File: src/rtl/tdwb_pkg.sv
package tdwb_pkg;

  localparam int unsigned CTL_W = 32;

  // Status word bit positions (decoded by the descriptor owner)
  localparam int unsigned BIT_SPD    = 29;
  localparam int unsigned ERR_LO     = 27;
  localparam int unsigned BIT_IOC    = 24;
  localparam int unsigned BIT_ACT    = 23;
  localparam int unsigned BIT_STALL  = 22;
  localparam int unsigned BIT_DBUF   = 21;
  localparam int unsigned BIT_BABBLE = 20;
  localparam int unsigned BIT_NAK    = 19;
  localparam int unsigned BIT_CRC    = 18;
  localparam int unsigned BIT_BSTUFF = 17;
  localparam int unsigned BIT_RSVD   = 16;

  // Token field positions
  localparam int unsigned TOK_LEN_LO = 21;

  localparam logic [7:0] PID_SETUP = 8'h2D;
  localparam logic [7:0] PID_OUT   = 8'hE1;
  localparam logic [7:0] PID_IN    = 8'h69;

  typedef enum logic [1:0] {
    CLS_ACK   = 2'd0,
    CLS_NAK   = 2'd1,
    CLS_XERR  = 2'd2,
    CLS_FATAL = 2'd3
  } tx_class_e;

endpackage

File: src/rtl/td_rst_sync.sv
module td_rst_sync #(
  parameter int unsigned STAGES = 2
) (
  input  logic clk,
  input  logic rst_n,
  output logic rst_q
);

  logic [STAGES-1:0] sync_q;

  always_ff @(posedge clk or negedge rst_n) begin
    if (!rst_n) begin
      sync_q <= '0;
    end else begin
      sync_q <= {sync_q[STAGES-2:0], 1'b1};
    end
  end

  assign rst_q = sync_q[STAGES-1];

endmodule

File: src/rtl/td_token_check.sv
module td_token_check
  import tdwb_pkg::*;
#(
  parameter int unsigned    LEN_W = 11,
  parameter logic [LEN_W-1:0] LIMIT = 11'h4FF
) (
  input  logic [CTL_W-1:0] tok,
  output logic             tok_ok,
  output logic             is_in,
  output logic [LEN_W:0]   max_bytes
);

  localparam logic [LEN_W-1:0] NULL_CODE = '1;

  logic [7:0]       pid;
  logic [LEN_W-1:0] len_code;
  logic             pid_ok;
  logic             len_ok;

  always_comb begin
    pid      = tok[7:0];
    len_code = tok[TOK_LEN_LO +: LEN_W];
    unique case (pid)
      PID_SETUP, PID_OUT, PID_IN: pid_ok = 1'b1;
      default:                    pid_ok = 1'b0;
    endcase
    len_ok = (len_code <= LIMIT) || (len_code == NULL_CODE);
    tok_ok = pid_ok && len_ok;
    is_in  = (pid == PID_IN);
    if (len_code == NULL_CODE) begin
      max_bytes = '0;
    end else begin
      max_bytes = {1'b0, len_code} + 1'b1;
    end
  end

endmodule

File: src/rtl/td_outcome_class.sv
module td_outcome_class
  import tdwb_pkg::*;
(
  input  logic      rsp_ack,
  input  logic      rsp_nak,
  input  logic      rsp_stall,
  input  logic      err_crc_to,
  input  logic      err_babble,
  input  logic      err_dbuf,
  input  logic      err_bitstuff,
  output tx_class_e cls,
  output logic      no_resp
);

  logic fatal;
  logic xerr;

  always_comb begin
    no_resp = !(rsp_ack || rsp_nak || rsp_stall || err_crc_to ||
                err_babble || err_dbuf || err_bitstuff);
    fatal   = rsp_stall || err_babble || err_dbuf;
    xerr    = err_crc_to || err_bitstuff || no_resp;
    if (fatal) begin
      cls = CLS_FATAL;
    end else if (xerr) begin
      cls = CLS_XERR;
    end else if (rsp_nak) begin
      cls = CLS_NAK;
    end else begin
      cls = CLS_ACK;
    end
  end

endmodule

File: src/rtl/td_status_next.sv
module td_status_next
  import tdwb_pkg::*;
#(
  parameter int unsigned LEN_W = 11,
  parameter int unsigned ERR_W = 2
) (
  input  logic [CTL_W-1:0] ctl,
  input  tx_class_e        cls,
  input  logic             no_resp,
  input  logic             rsp_stall,
  input  logic             err_crc_to,
  input  logic             err_babble,
  input  logic             err_dbuf,
  input  logic             err_bitstuff,
  input  logic [LEN_W-1:0] rx_bytes,
  input  logic             is_in,
  input  logic [LEN_W:0]   max_bytes,
  output logic [CTL_W-1:0] nxt,
  output logic             done,
  output logic             short_pkt
);

  localparam int unsigned      ERR_HI    = ERR_LO + ERR_W - 1;
  localparam logic [LEN_W-1:0] NULL_CODE = '1;

  logic [ERR_W-1:0] cnt;
  logic [ERR_W-1:0] cnt_dec;
  logic [LEN_W-1:0] len_enc;

  always_comb begin
    cnt     = ctl[ERR_HI:ERR_LO];
    cnt_dec = cnt - 1'b1;
    len_enc = (rx_bytes == '0) ? NULL_CODE : rx_bytes - 1'b1;

    nxt                     = ctl;
    nxt[BIT_STALL:BIT_RSVD] = '0;
    nxt[BIT_DBUF]           = err_dbuf;
    nxt[BIT_BABBLE]         = err_babble;
    nxt[BIT_CRC]            = err_crc_to || no_resp;
    nxt[BIT_BSTUFF]         = err_bitstuff;
    done                    = 1'b0;
    short_pkt               = 1'b0;

    unique case (cls)
      CLS_FATAL: begin
        nxt[BIT_ACT]   = 1'b0;
        nxt[BIT_STALL] = rsp_stall;
      end
      CLS_XERR: begin
        if (cnt != '0) begin
          nxt[ERR_HI:ERR_LO] = cnt_dec;
          if (cnt_dec == '0) begin
            nxt[BIT_ACT]   = 1'b0;
            nxt[BIT_STALL] = 1'b1;
          end
        end
      end
      CLS_NAK: begin
        nxt[BIT_NAK] = 1'b1;
      end
      default: begin
        nxt[BIT_ACT]     = 1'b0;
        nxt[LEN_W-1:0]   = len_enc;
        done             = ctl[BIT_IOC];
        short_pkt        = is_in && ctl[BIT_SPD] &&
                           ({1'b0, rx_bytes} < max_bytes);
      end
    endcase
  end

endmodule

File: src/rtl/td_status_wb.sv
module td_status_wb
  import tdwb_pkg::*;
#(
  parameter int unsigned      LEN_W     = 11,
  parameter int unsigned      ERR_W     = 2,
  parameter logic [LEN_W-1:0] LEN_LIMIT = 11'h4FF
) (
  input  logic             clk,
  input  logic             rst_n,
  input  logic             req_valid,
  input  logic [31:0]      td_ctl,
  input  logic [31:0]      td_tok,
  input  logic             rsp_ack,
  input  logic             rsp_nak,
  input  logic             rsp_stall,
  input  logic             err_crc_to,
  input  logic             err_babble,
  input  logic             err_dbuf,
  input  logic             err_bitstuff,
  input  logic [LEN_W-1:0] rx_bytes,
  output logic             wb_valid,
  output logic [31:0]      wb_ctl,
  output logic             irq_done,
  output logic             irq_short,
  output logic             proc_err
);

  logic             rst_q;
  logic             tok_ok;
  logic             is_in;
  logic [LEN_W:0]   max_bytes;
  tx_class_e        cls;
  logic             no_resp;
  logic [CTL_W-1:0] ctl_nxt;
  logic             done_c;
  logic             short_c;

  logic             accept;
  logic             wb_d;
  logic             perr_d;
  logic             done_d;
  logic             short_d;

  logic             wb_q;
  logic             perr_q;
  logic             done_q;
  logic             short_q;
  logic [CTL_W-1:0] ctl_q;

  td_rst_sync #(.STAGES(2)) u_rst (
    .clk   (clk),
    .rst_n (rst_n),
    .rst_q (rst_q)
  );

  td_token_check #(.LEN_W(LEN_W), .LIMIT(LEN_LIMIT)) u_tok (
    .tok       (td_tok),
    .tok_ok    (tok_ok),
    .is_in     (is_in),
    .max_bytes (max_bytes)
  );

  td_outcome_class u_cls (
    .rsp_ack      (rsp_ack),
    .rsp_nak      (rsp_nak),
    .rsp_stall    (rsp_stall),
    .err_crc_to   (err_crc_to),
    .err_babble   (err_babble),
    .err_dbuf     (err_dbuf),
    .err_bitstuff (err_bitstuff),
    .cls          (cls),
    .no_resp      (no_resp)
  );

  td_status_next #(.LEN_W(LEN_W), .ERR_W(ERR_W)) u_nxt (
    .ctl          (td_ctl),
    .cls          (cls),
    .no_resp      (no_resp),
    .rsp_stall    (rsp_stall),
    .err_crc_to   (err_crc_to),
    .err_babble   (err_babble),
    .err_dbuf     (err_dbuf),
    .err_bitstuff (err_bitstuff),
    .rx_bytes     (rx_bytes),
    .is_in        (is_in),
    .max_bytes    (max_bytes),
    .nxt          (ctl_nxt),
    .done         (done_c),
    .short_pkt    (short_c)
  );

  // Next-state decision
  always_comb begin
    accept  = req_valid && td_ctl[BIT_ACT];
    wb_d    = accept && tok_ok;
    perr_d  = accept && !tok_ok;
    done_d  = wb_d && done_c;
    short_d = wb_d && short_c;
  end

  // Registers
  always_ff @(posedge clk or negedge rst_q) begin
    if (!rst_q) begin
      wb_q    <= 1'b0;
      perr_q  <= 1'b0;
      done_q  <= 1'b0;
      short_q <= 1'b0;
    end else begin
      wb_q    <= wb_d;
      perr_q  <= perr_d;
      done_q  <= done_d;
      short_q <= short_d;
    end
  end

  always_ff @(posedge clk or negedge rst_q) begin
    if (!rst_q) begin
      ctl_q <= '0;
    end else if (wb_d) begin
      ctl_q <= ctl_nxt;
    end
  end

  assign wb_valid  = wb_q;
  assign wb_ctl    = ctl_q;
  assign irq_done  = done_q;
  assign irq_short = short_q;
  assign proc_err  = perr_q;

  AST_STROBE_FOLLOWS_REQ: assert property (@(posedge clk) disable iff (!rst_q)
    (wb_q || perr_q) |-> $past(req_valid));
  AST_WB_PERR_EXCL: assert property (@(posedge clk) disable iff (!rst_q)
    !(wb_q && perr_q));
  AST_INACTIVE_QUIET: assert property (@(posedge clk) disable iff (!rst_q)
    (req_valid && !td_ctl[BIT_ACT]) |=> (!wb_q && !perr_q && !done_q && !short_q));
  AST_DONE_RETIRES: assert property (@(posedge clk) disable iff (!rst_q)
    done_q |-> (wb_q && !ctl_q[BIT_ACT] && !ctl_q[BIT_NAK]));
  AST_SHORT_RETIRES: assert property (@(posedge clk) disable iff (!rst_q)
    short_q |-> (wb_q && !ctl_q[BIT_ACT]));
  AST_NAK_STAYS_LIVE: assert property (@(posedge clk) disable iff (!rst_q)
    (wb_q && ctl_q[BIT_NAK]) |-> ctl_q[BIT_ACT]);
  AST_STALL_RETIRES: assert property (@(posedge clk) disable iff (!rst_q)
    (wb_q && ctl_q[BIT_STALL]) |-> !ctl_q[BIT_ACT]);
  AST_RSVD_CLEAR: assert property (@(posedge clk) disable iff (!rst_q)
    wb_q |-> !ctl_q[BIT_RSVD]);
  AST_WORD_HOLDS: assert property (@(posedge clk) disable iff (!rst_q)
    !wb_q |-> $stable(ctl_q));

endmodule

File: config.mk
export PLATFORM = sky130hd
export DESIGN_NAME = td_status_wb
export DESIGN_NICKNAME = d
export VERILOG_FILES = /design/src/rtl/tdwb_pkg.sv /design/src/rtl/td_rst_sync.sv /design/src/rtl/td_token_check.sv /design/src/rtl/td_outcome_class.sv /design/src/rtl/td_status_next.sv /design/src/rtl/td_status_wb.sv
export SDC_FILE = /design/constraint.sdc
export NUM_CORES = 1
export LEC_CHECK = 0
export BUFFER_PORTS_ARGS = -buffer_cell sky130_fd_sc_hd__buf_2
export CORE_AREA = 2 2 91 93
export CTS_CLUSTER_DIAMETER = 80
export DETAILED_ROUTE_END_ITERATION = 6
export DIE_AREA = 0 0 93 95
export PLACE_DENSITY = 0.66
export SYNTH_ARGS = -nofsm -noshare
export SYNTH_HDL_FRONTEND = slang
export SYNTH_HIERARCHICAL = 1
export SYNTH_SLANG_ARGS = --single-unit
File: constraint.sdc
create_clock -name clk -period 1.9 [get_ports clk]
set_input_delay 0.095 -clock clk [delete_from_list [all_inputs] [get_ports clk]]
set_output_delay 0.095 -clock clk [all_outputs]
set_load 0.005 [all_outputs]
==> metrics.yaml, run 1 <==
outcome:
  status: "finished, final reports clean"
detailed_routing:
  final_antenna_net_count: 0
  met2_length_um: 2730
  drtIter0Drc: 53
  wl_met1_um: 2790
  vias: 2099
  wirelength_um: 5890
  wl_per_cell_um: 12.6
  met3_length_um: 309
  via_per_inst: 4.49
  route.detailed.drc: 0
  drt-pass1-iter-count: 4
  top_layer: "met4"
cts:
  cts_tree: "built"
  clk_path_buf_depth: 2
  cts_buffers: 5
  path_clk_slew_ns: 0.07
  cts-root-buf: "clkbuf_8"
  htreeDepth: 2
  clock-sinks: 38
  cts_setup_buffers: 0
  clkLatencyLatePin_ns: 0.28
die:
  design.die.area_um2: 8840
  start_util_pct: 34.1
  die_x_um: 93
  core_area_um2: 7930
  num_rows: 33
  die_y_um: 95
  pin_count: 121
timing:
  worst_hold_slack_ns: 0.0351
  finalCritPeriodShare_pct: 93.5
  finalHoldViolCount: 0
  fin_ws_ns: 0.124
  max-slew-margin-rel_pct: 47.8
  min_period_ns: 1.78
  finalMaxSlewViolations: 0
  tightest_slew_ns: 0.783
  fin_skew_ns: 0.00426
  rsz0062_at_grt: "false"
  clock.fmax_mhz: 563
  setup_viol: 0
global_route:
  grt_pass1_vias: 2049
  grt_antenna_before_repair: 0
  grt_max_degree: 37
  track_usage_pct: 13.6
  grt_pass1_wl_um: 9560
  globalRouteOverflowTotal: 0
hold_path:
  holdPathStages: 3
  min_path_type: "input pin to register"
  holdPathEnd: "proc_err"
  worstHoldStart: "req_valid"
logic_synthesis:
  ys_async_sr_fraction_pct: 100
  synth.most_common_cell: "dfrtp_1"
  postSynthCellCount: 249
  syn_area_um2: 2700
  synth_top_area_share_pct: 35.2
  ys_top_cells_by_count: "38 x dfrtp_1, 27 x mux2_4, 20 x nor2_1"
  yosysSeqAreaShare_pct: 35.2
  ys_ff_latch: 38
  synth_area_leaders: "dfrtp_1 35%, mux2_4 15%, ha_1 7.4%"
  ys_types: 57
  ys.flop_type: "dfrtp_1"
  synth_area_leader_cell: "dfrtp_1"
  postSynthAreaPerCell_um2: 10.9
  synth_edf_count: 0
  synth_nets: 350
  yosys_warnings: 6
pwr:
  p_per_area_nw_per_um2: 518
  ir_drop_mv: 0.241
  total_power_uw: 1810
  p_leak_uw: 0.00185
placed_design:
  port_buffers: 100
  dp_hpwl_um: 4920
  preCtsSetupSlack_ns: -0.247
  gp_congestion: 0.769
finish:
  nFillCells: 787
  antennaDiodeCount: 0
  final_nets: 462
  area.growth.synth_to_final_pct: 29.7
  drive_above_1_share_pct: 51.4
critical_path:
  critPathCaptureType: "register"
  crit_fanout: 18
  timing.rr.end: "wb_ctl[0]"
  arrival_ns: 1.94
  r2r_slack_ns: 1.04
  required_ns: 2.07
  worst_r2r_startpoint: "u_rst/sync_q[1]"
  start_kind: "input pin"
  rr_worst_depth: 0
  criticalPathCategory: "input pin to register"
run:
  cap_violations: 0
==> state kept, by name (all words and copies together), names as in the netlist <==
name / flops
irq_short: 1
wb_ctl: 32
irq_done: 1
wb_valid: 1
u_rst/sync_q: 2
proc_err: 1
==> timing repair <==
action | CTS | global route
setup endpoints to repair | 0 | 32
gates resized for setup | 0 | 7
hold buffers | 1 | 0
hold endpoints to repair | 2 | 0
==> critical path: stages <==
cell	delay (ns)
buf_2	0.13
ha_4	0.17
and3_1	0.21
o31ai_1	0.30
a311oi_2	0.15
buf_4	0.15
and3_2	0.25
buf_12	0.17
mux2_4	0.30
==> per-layer routing <==
layer	vias to the layer above	global-route usage (%)
met5	-	0
met4	0	4.41
met3	4	2.31
met2	64	22.9
met1	955	17.6
li1	1076	-
==> metrics by stage <==
stage                     instance area, um2  util [%]  TNS [ns]  std cells
final                                   3500      44.2         0        467
after CTS                               3470      43.7         0        467
after global placement                  3370      42.5     -5.36        458
after global routing                    3500      44.2         0        467
after detailed placement                3370      42.5     -6.82        458
after floorplan                         2710         -         0        249
==> where the power goes <==
group | internal, uW | switching [uW] | leakage [uW]
registers | 847 | 34.7 | 0.000519
logic | 211 | 165 | 0.00128
clock network | 293 | 264 | 0.0000482
==> worst max path at each step <==
stage                     startpoint    endpoint  slack [ns]  cells after the start
final                     td_tok[21]  wb_ctl[12]        0.12                      9
after global routing      err_babble   irq_short        0.02                      9
after detailed placement  td_tok[21]  wb_ctl[28]       -0.25                      9
after floorplan           err_babble   wb_ctl[3]       0.003                      8
after global placement    td_tok[21]  wb_ctl[27]       -0.20                      9
after CTS                 td_tok[21]  wb_ctl[28]        0.06                      9
==> cells by family (layout without fill, tap and decap cells) <==
| logic type | count (synthesis) | after routing | synth area share, % |
|---|---|---|---|
| adder cells (fa/ha/maj) | 16 | 16 | 7.41 |
| buffers and inverters | 39 | 152 | 9.44 |
| multiplexers | 34 | 34 | 17.8 |
| other | 2 | 2 | 0.278 |
| AND/OR/NAND/NOR | 70 | 70 | 15.8 |
| flip-flops | 38 | 38 | 35.2 |
| XOR/XNOR | 16 | 16 | 5.19 |
| AO/OA/AOI/OAI | 34 | 34 | 8.89 |
==> placed cells by master, fill, tap and decap left out, types with 4 or more instances in the layout <==
cell	netlist	layout
a21oi_1	14	14
and2_1	4	4
buf_2	1	100
buf_4	15	23
clkbuf_8	0	6
dfrtp_1	38	37
ha_1	16	15
inv_1	18	18
mux2_2	5	5
mux2_4	27	27
nand2_1	10	9
nand4_1	4	4
nor2_1	20	20
xnor2_1	7	7
xor2_1	9	9
==> area by class of cell <==
| class | count | area (um2) | share of cell area [%] |
|---|---|---|---|
| Timing Repair Buffer | 126 | 723 | 20.6 |
| Clock buffer | 7 | 86.3 | 2.46 |
| Clock inverter | 1 | 5.00 | 0.143 |
| Inverter | 18 | 67.6 | 1.93 |
| Sequential cell | 38 | 952 | 27.2 |
| Tap cell | 105 | 131 | 3.75 |
| Multi-Input combinational cell | 172 | 1540 | 43.9 |
Note: power is estimated with default switching activity, not from simulation.
==> run 2: changes to the inputs <==
--- a/config.mk
+++ b/config.mk
@@ -5,12 +5,13 @@
 export SDC_FILE = /design/constraint.sdc
 export NUM_CORES = 1
 export LEC_CHECK = 0
+export ABC_AREA = 1
 export BUFFER_PORTS_ARGS = -buffer_cell sky130_fd_sc_hd__buf_2
-export CORE_AREA = 2 2 91 93
+export CORE_AREA = 2 2 96 98
 export CTS_CLUSTER_DIAMETER = 80
 export DETAILED_ROUTE_END_ITERATION = 6
-export DIE_AREA = 0 0 93 95
-export PLACE_DENSITY = 0.66
+export DIE_AREA = 0 0 98 100
+export PLACE_DENSITY = 0.64
 export SYNTH_ARGS = -nofsm -noshare
 export SYNTH_HDL_FRONTEND = slang
 export SYNTH_HIERARCHICAL = 1
==> run 2 against run 1 <==
Effect of this change: synthesized cell count grew 72%; area after synthesis grew 11%; hold slack gained 0.024 ns; final cell count grew 34%; sequential share of layout area shrank 0.78 points; combinational power grew 7.2%; die area grew 11%; largest power group unchanged.
==> metrics.yaml, run 2 <==
die:
  num_rows: 35  # +6.1%
  start_util_pct: 33.6  # -0.47 points
  die_x_um: 98  # +5.4%
  core_area_um2: 8890  # +12%
  die_y_um: 100  # +5.3%
  design.die.area_um2: 9800  # +11%
  pin_count: 121  # unchanged
logic_synthesis:
  syn_area_um2: 2990  # +11%
  yosysSeqAreaShare_pct: 31.8  # -3.4 points
  ys.flop_type: "dfrtp_1"
  ys_async_sr_fraction_pct: 100  # unchanged
  synth_top_area_share_pct: 31.8  # -3.4 points
  ys_top_cells_by_count: "127 x nand2_1, 52 x inv_1, 48 x nor2_1"
  synth_edf_count: 0  # unchanged
  synth_nets: 530  # +51%
  synth_area_leader_cell: "dfrtp_1"
  synth_area_leaders: "dfrtp_1 32%, nand2_1 16%, nand4_1 7.7%"
  postSynthAreaPerCell_um2: 6.97  # -36%
  ys_types: 35  # -39%
  ys_ff_latch: 38  # unchanged
  yosys_warnings: 6  # unchanged
  synth.most_common_cell: "nand2_1"
  postSynthCellCount: 429  # +72%
cts:
  clock-sinks: 38  # unchanged
  path_clk_slew_ns: 0.07  # about the same
  clkLatencyLatePin_ns: 0.28  # about the same
  clk_path_buf_depth: 2  # unchanged
  cts_buffers: 5  # unchanged
  htreeDepth: 2  # unchanged
  cts_tree: "built"
  cts-root-buf: "clkbuf_8"
  cts_setup_buffers: 0  # unchanged
  cts_resized: 0  # unchanged
critical_path:
  crit_path_max_incr_delay_ns: 0.29  # about the same
  cp_slowest_cell: "ha_1"
  criticalPathCategory: "input pin to register"
  cp_num_buf_inv: 4  # +1
  arrival_ns: 1.82  # -0.12 ns
  required_ns: 2.11  # +0.04 ns
  cpMostUsedCell: "a21oi_1"
  crit_fanout: 5  # -13
  critPathCaptureType: "register"
  timing.critical_path.cells: "buf_2 -> ha_1 -> nand2_4 -> nor2_8 -> inv_4 -> nor2_8 -> a21oi_1 -> inv_1 -> ha_1 -> a21oi_1 -> o21ai_0 -> nand2_1 -> nand2_1 -> a21oi_1 -> inv_1 -> nor2_1"
  start_kind: "input pin"
  critical_path.top_delay_family: "adder cells"
  r2r_slack_ns: 1.27  # +0.23 ns
detailed_routing:
  wirelength_um: 7580  # +29%
  via_per_inst: 4.68  # +4.0%
  drtIter0Drc: 110  # +110%
  vias: 2927  # +39%
  wl_per_cell_um: 12.1  # -3.9%
  route.detailed.drc: 0  # unchanged
  final_antenna_net_count: 0  # unchanged
  drt-pass1-iter-count: 4  # unchanged
timing:
  finalMaxSlewViolations: 0  # unchanged
  finalHoldViolCount: 0  # unchanged
  setup_viol: 0  # unchanged
  setup_tns_ns: 0  # unchanged
  rsz0062_at_grt: "false"
  clock.fmax_mhz: 622  # +10%
  fin_skew_ns: 0.00723  # +0.00296 ns
  min_period_ns: 1.61  # -0.168 ns
  fin_ws_ns: 0.291  # +0.168 ns
  finalCritPeriodShare_pct: 84.7  # -8.8 points
finish:
  most-common-layout-cells: "127 x nand2_1, 100 x buf_2, 52 x inv_1, 48 x nor2_1, 38 x dfrtp_1"
  final_nets: 616  # +33%
  drive_above_1_share_pct: 27.8  # -24 points
  nFillCells: 943  # +20%
  layout_commonest_cell: "nand2_1"
  antennaDiodeCount: 0  # unchanged
  final_area_um2: 3600  # +2.8%
  area.growth.synth_to_final_pct: 20.6
  largest_reg_flops: 32  # unchanged
placed_design:
  port_buffers: 100  # unchanged
  gp_congestion: 0.821  # +6.8%
  preCtsSetupSlack_ns: -0.00226  # +0.244 ns
  placed_area_um2: 3480  # +3.4%
  dp_hpwl_um: 5980  # +22%
pwr:
  ir_drop_mv: 0.275  # +14%
  p_per_area_nw_per_um2: 543  # +4.9%
  p_leak_uw: 0.00218  # +18%
  p_clk_share_pct: 35.3  # +4.6 points
  pwr-share-comb_pct: 20.6  # about the same
  power_frac_seq_pct: 44.1  # -4.5 points
  p_sw_uw: 527  # +13%
  internal_power_uw: 1430  # +5.9%
  p_sw_share_pct: 26.9  # +1.3 points
global_route:
  grt_pass1_vias: 2815  # +37%
  grt_antenna_before_repair: 0  # unchanged
  grt_max_degree: 37  # unchanged
  globalRouteOverflowTotal: 0  # unchanged
  track_usage_pct: 15.6  # +2.1 points
  grt_pass1_wl_um: 12800  # +34%
run:
  cap_violations: 0  # unchanged
outcome:
  status: "finished, final reports clean"
hold_path:
  min_path_type: "input pin to register"
## run 2: what timing repair did
| item | in CTS | in global routing |
|---|---|---|
| hold buffers | 1 | 0 |
| endpoints found under the setup margin | 0 | 0 |
| hold endpoints to repair | 2 | 0 |
## run 2: through the flow
step	power [uW]	util [%]	hold slack (ns)	cells
after CTS	1980	40.5	0.0541	626
after detailed placement	1280	39.2	-0.118	618
final	1960	40.5	0.0592	626
after floorplan	1120	-	-0.201	429
after global routing	2080	40.5	0.0590	626
after global placement	1270	39.2	-0.120	618
## run 2: cell families after synthesis
kind of cell,after synthesis,synth area share [%]
and+or+nand+nor,250,40.0
buffers and inverters,89,14.7
DFF,38,31.8
AOI/OAI and AO/OA,30,5.36
adders and majority gates,16,6.70
xor gates and xnor gates,4,1.17
other,2,0.251
## run 2: power groups by stage
| stage | clock network (uW) | registers [uW] | logic (uW) |
|---|---|---|---|
| finish | 691 | 863 | 403 |
| global route | 754 | 867 | 462 |
| CTS | 708 | 863 | 407 |
| detailed placement | 0 | 878 | 403 |
| global placement | 0 | 878 | 393 |
| floorplan | 0 | 893 | 227 |
## run 2: worst register-to-register path, stage by stage, from the launching register on
cell	delay, ns
dfrtp_1	0.40
nand2_1	0.07
nand2_1	0.05
## run 2: cell type report
class | count | area [um2] | area share, %
tap | 111 | 139 | 3.85
sequential | 38 | 951 | 26.4
timing repair buffer | 111 | 586 | 16.2
clock buffer | 6 | 82.6 | 2.29
clock inverter | 1 | 30.0 | 0.833
inverter | 57 | 216 | 6.01
multi-input combinational | 302 | 1600 | 44.4
## run 2: metal layers
layer	track usage (%)	vias up	wire, um
met5	0	-	0
met3	3.69	6	481
met1	21.3	1301	3620
li1	-	1523	-
met2	25.6	97	3430
met4	3.21	0	45
## run 2: path summary, 6_finish.rpt
| kind | startpoint | to | cells past startpoint |
|---|---|---|---|
| max | td_tok[21] | irq_short | 16 |
| min | td_ctl[25] | wb_ctl[25] | 3 |
| max reg2reg | wb_ctl[18] | wb_ctl[18] | 2 |
| min reg2reg | u_rst/sync_q[1] | wb_ctl[25] | 1 |
| max in group asynchronous | u_rst/sync_q[1] | wb_ctl[14] | 1 |
| min in group asynchronous | rst_n | u_rst/sync_q[1] | 2 |
